==> src/rtl/repeat_pulse_detector.sv <==
module repeat_pulse_detector (
  input  logic clk,
  input  logic rst,
  input  logic w,
  output logic z
);

  typedef enum logic [2:0] {
    S_IDLE  = 3'd0,
    S_ONE0  = 3'd1,
    S_ONE1  = 3'd2,
    S_HIT0  = 3'd3,
    S_HIT1  = 3'd4,
    S_RUN0  = 3'd5,
    S_RUN1  = 3'd6
  } state_t;

  state_t state, state_nxt;

  always_comb begin
    state_nxt = S_IDLE;
    case (state)
      S_IDLE:         state_nxt = w ? S_ONE1 : S_ONE0;
      S_ONE0:         state_nxt = w ? S_ONE1 : S_HIT0;
      S_ONE1:         state_nxt = w ? S_HIT1 : S_ONE0;
      S_HIT0, S_RUN0: state_nxt = w ? S_ONE1 : S_RUN0;
      S_HIT1, S_RUN1: state_nxt = w ? S_RUN1 : S_ONE0;
      default:        state_nxt = S_IDLE;
    endcase
  end

  always_ff @(posedge clk) begin
    if (rst) state <= S_IDLE;
    else     state <= state_nxt;
  end

  assign z = (state == S_HIT0) || (state == S_HIT1);

  // Independent sample history used only by the assertions
  logic       w_d1, w_d2;
  logic [1:0] n_smp;
  logic       pair_new;

  always_ff @(posedge clk) begin
    if (rst) begin
      n_smp <= 2'd0;
      w_d1  <= 1'b0;
      w_d2  <= 1'b0;
    end else begin
      w_d1 <= w;
      w_d2 <= w_d1;
      if (n_smp != 2'd3) n_smp <= n_smp + 2'd1;
    end
  end

  assign pair_new = (n_smp != 2'd0) && (w == w_d1) && ((n_smp == 2'd1) || (w_d1 != w_d2));

  AST_PAIR_PULSES: assert property (@(posedge clk) disable iff (rst) pair_new |=> z);
  AST_PULSE_HAS_PAIR: assert property (@(posedge clk) disable iff (rst) z |-> $past(pair_new));
  AST_SINGLE_PULSE: assert property (@(posedge clk) disable iff (rst) z |=> !z);
  AST_FIRST_SAMPLE_QUIET: assert property (@(posedge clk) disable iff (rst) (n_smp == 2'd0) |=> !z);
  AST_RESET_QUIET: assert property (@(posedge clk) rst |=> !z);

endmodule

==> config.mk <==
export PLATFORM = sky130hd
export DESIGN_NAME = repeat_pulse_detector
export DESIGN_NICKNAME = d
export VERILOG_FILES = /design/src/rtl/repeat_pulse_detector.sv
export SDC_FILE = /design/constraint.sdc
export NUM_CORES = 1
export LEC_CHECK = 0
export ABC_AREA = 1
export BUFFER_PORTS_ARGS = -buffer_cell sky130_fd_sc_hd__buf_2
export CORE_AREA = 2 2 39 41
export CTS_CLUSTER_SIZE = 10
export DETAILED_ROUTE_END_ITERATION = 8
export DIE_AREA = 0 0 41 43
export SLEW_MARGIN = 20
export SYNTH_ARGS = -nofsm -noshare
export SYNTH_HDL_FRONTEND = slang
export SYNTH_SLANG_ARGS = --single-unit
==> constraint.sdc <==
create_clock -name clk -period 1.5 [get_ports clk]
set_clock_uncertainty 0.15 [all_clocks]
set_input_delay 0.075 -clock clk [delete_from_list [all_inputs] [get_ports clk]]
set_output_delay 0.075 -clock clk [all_outputs]
set_load 0.01 [all_outputs]
==> results.cfg <==
[run_status]
status = finished clean

[yosys]
synth_area_um2 = 146
syn_avg_cell_area_um2 = 6.65
synth_seq_cells = 3
yosys_warnings = 0
ys_seq_area_share_pct = 41.0
netlist_instances = 22
synth.distinct_cells = 9
mappedNetlistNets = 25

[detailed_routing]
via_count = 160
drtIter0Drc = 7
ant_nets = 0
vias_per_cell = 3.33
wirelength_um = 323
drc = 0
drt_first_pass_iters = 4
wl_per_cell_um = 6.73

[floorplan]
rows = 14
die_area_mm2 = 0.00176
fp.dieH_um = 43
dieWidth_um = 41
initial_core_util_pct = 10.6
core-area_mm2 = 0.00138
io_pins = 4

[critical_path]
crit_path_start_kind = register
arrival_ns = 1.40
criticalPathCategory = register to register
required_ns = 1.46
r2r-start = state[0]
cp-end-kind = register
path_max_fanout = 5
startpoint = state[0]

[clock_tree]
cts_tree = done
numCtsBuffers = 3
clk_latency_ns = 0.23
clock-sinks = 3
path_clk_slew_ns = 0.04
post_cts_buffers = 0
root_buffer = clkbuf_4
cts_buffer_depth = 2
ctsHtreeMaxLevel = 1

[sta]
finalCriticalPeriod_ns = 1.43
slew_viol_final = 0
fin_tns_setup_ns = 0
setup_slack_ns = 0.0687
hold_ws_ns = 0.0400
rsz0062_at_grt = false
max_slew_margin_pct = 89.6
tightestPinTransition_ns = 0.156
fmax_mhz = 699
setup_violations = 0
finalCritPeriodShare_pct = 95.4
hold_viol_final = 0

[final_layout]
fin_cells = 48
largest_register = state
largest_reg_flops = 3
syn_to_final_growth_pct = 63.2
fin_area_um2 = 239
final_nets = 36
reg_top3 = state x3
fillerInstances = 161
drive_gt1_share_pct = 25.0
diodes = 0

[power_and_ir_drop]
ir_drop_mv = 0.267
leakage_nw = 0.102
powerDensity_mw_per_mm2 = 1100

[global_routing]
grt_use_total_pct = 5.51
grt_antenna_before_repair = 0
grt_start_max_net_pins = 6
grt_overflow = 0
grt_pass1_wl_um = 565
grt_pass1_vias = 155

[job]
max_cap_violations = 0

[placement]
placed_cells = 41
io_buffers = 3
gp_congestion = 0.658
dpl-instance-area_um2 = 181
place_ws_ns = 0.534
post-dp-hpwl_um = 210

[hold_path]
min_from = w
hold_class = input pin to register
cell usage after synthesis:
cell      count  area [um2]
dfxtp_1       3        60.1
o21bai_1      1        7.51
nand3_1       1        5.00
inv_1         3        11.3
o21ai_0       1        5.00
nand2_1       8        30.0
nor2_1        3        11.3
o211ai_1      1        7.51
a21oi_2       1        8.76
final timing paths:
kind                                  to  slack [ns]  cells after the start
worst min-delay path            state[2]        0.04                      4
worst min register to register  state[2]        0.43                      3
worst max register to register  state[1]        0.07                      6
worst max-delay path            state[1]        0.07                      6
power by group:
part	leakage (nW)	internal [W]	switching [W]	total [W]
clock	0.0150	0.0000996	0.0000405	0.000140
combinational	0.0623	0.0000171	0.0000143	0.0000314
sequential	0.0251	0.0000858	0.00000590	0.0000917
total	0.102	0.000202	0.0000607	0.000263
layer usage:
metal / track usage (%) / part of all wire [%] / wire (um) / up-vias
met3: 3.14 / 8.4 / 27 / 0
met2: 6.88 / 51 / 164 / 4
met4: 8.00 / 0 / 0 / 0
met5: 0 / 0 / 0 / -
li1: - / - / - / 88
met1: 4.79 / 41 / 131 / 68
per-stage QoR:
step	utilization, %	total power [W]
after floorplan	-	0.000108
after global placement	13.1	0.000117
after detailed placement	13.1	0.000117
after CTS	17.2	0.000270
after global routing	17.3	0.000285
final	17.3	0.000263
cells in the final DEF, fill, tap and decap left out, drive strengths merged:
cell type / count
o21bai: 1
buf: 3
dlygate4sd3: 3
nand3: 1
nand2: 8
clkbuf: 4
dfxtp: 3
a21oi: 1
o211ai: 1
o21ai: 1
inv: 3
nor2: 3
worst max-delay path, cell delays in order (launching register included):
cell and delay (ns):
dfxtp_2 0.35, inv_1 0.06, nand2_1 0.05, nand2_1 0.04, nand2_1 0.07, a21oi_2 0.05, dlygate4sd3_1 0.54
logic make-up (layout without fill, tap and decap cells):
kind of cell / Yosys count / in the layout / share of synthesized area [%]
buffers and inverters: 3 / 13 / 7.69
flip-flops: 3 / 3 / 41.0
AO/OA/AOI/OAI: 4 / 4 / 19.7
AND/OR/NAND/NOR: 12 / 12 / 31.6
layout make-up:
type / count / area, um2 / area share (%)
multi-input cells: 16 / 75.1 / 31.4
repair buffers: 6 / 45.0 / 18.8
clock buffers: 4 / 26.3 / 11.0
inverters: 3 / 11.3 / 4.71
flip-flops and latches: 3 / 61.3 / 25.7
well taps: 16 / 20.0 / 8.38
what timing repair did:
item / in CTS / in global routing
resized for setup: 0 / 1
hold endpoints to repair: 2 / 0
endpoints found under the setup margin: 0 / 1
hold buffers: 3 / 0
No activity file was read; power rests on OpenSTA's default activity.
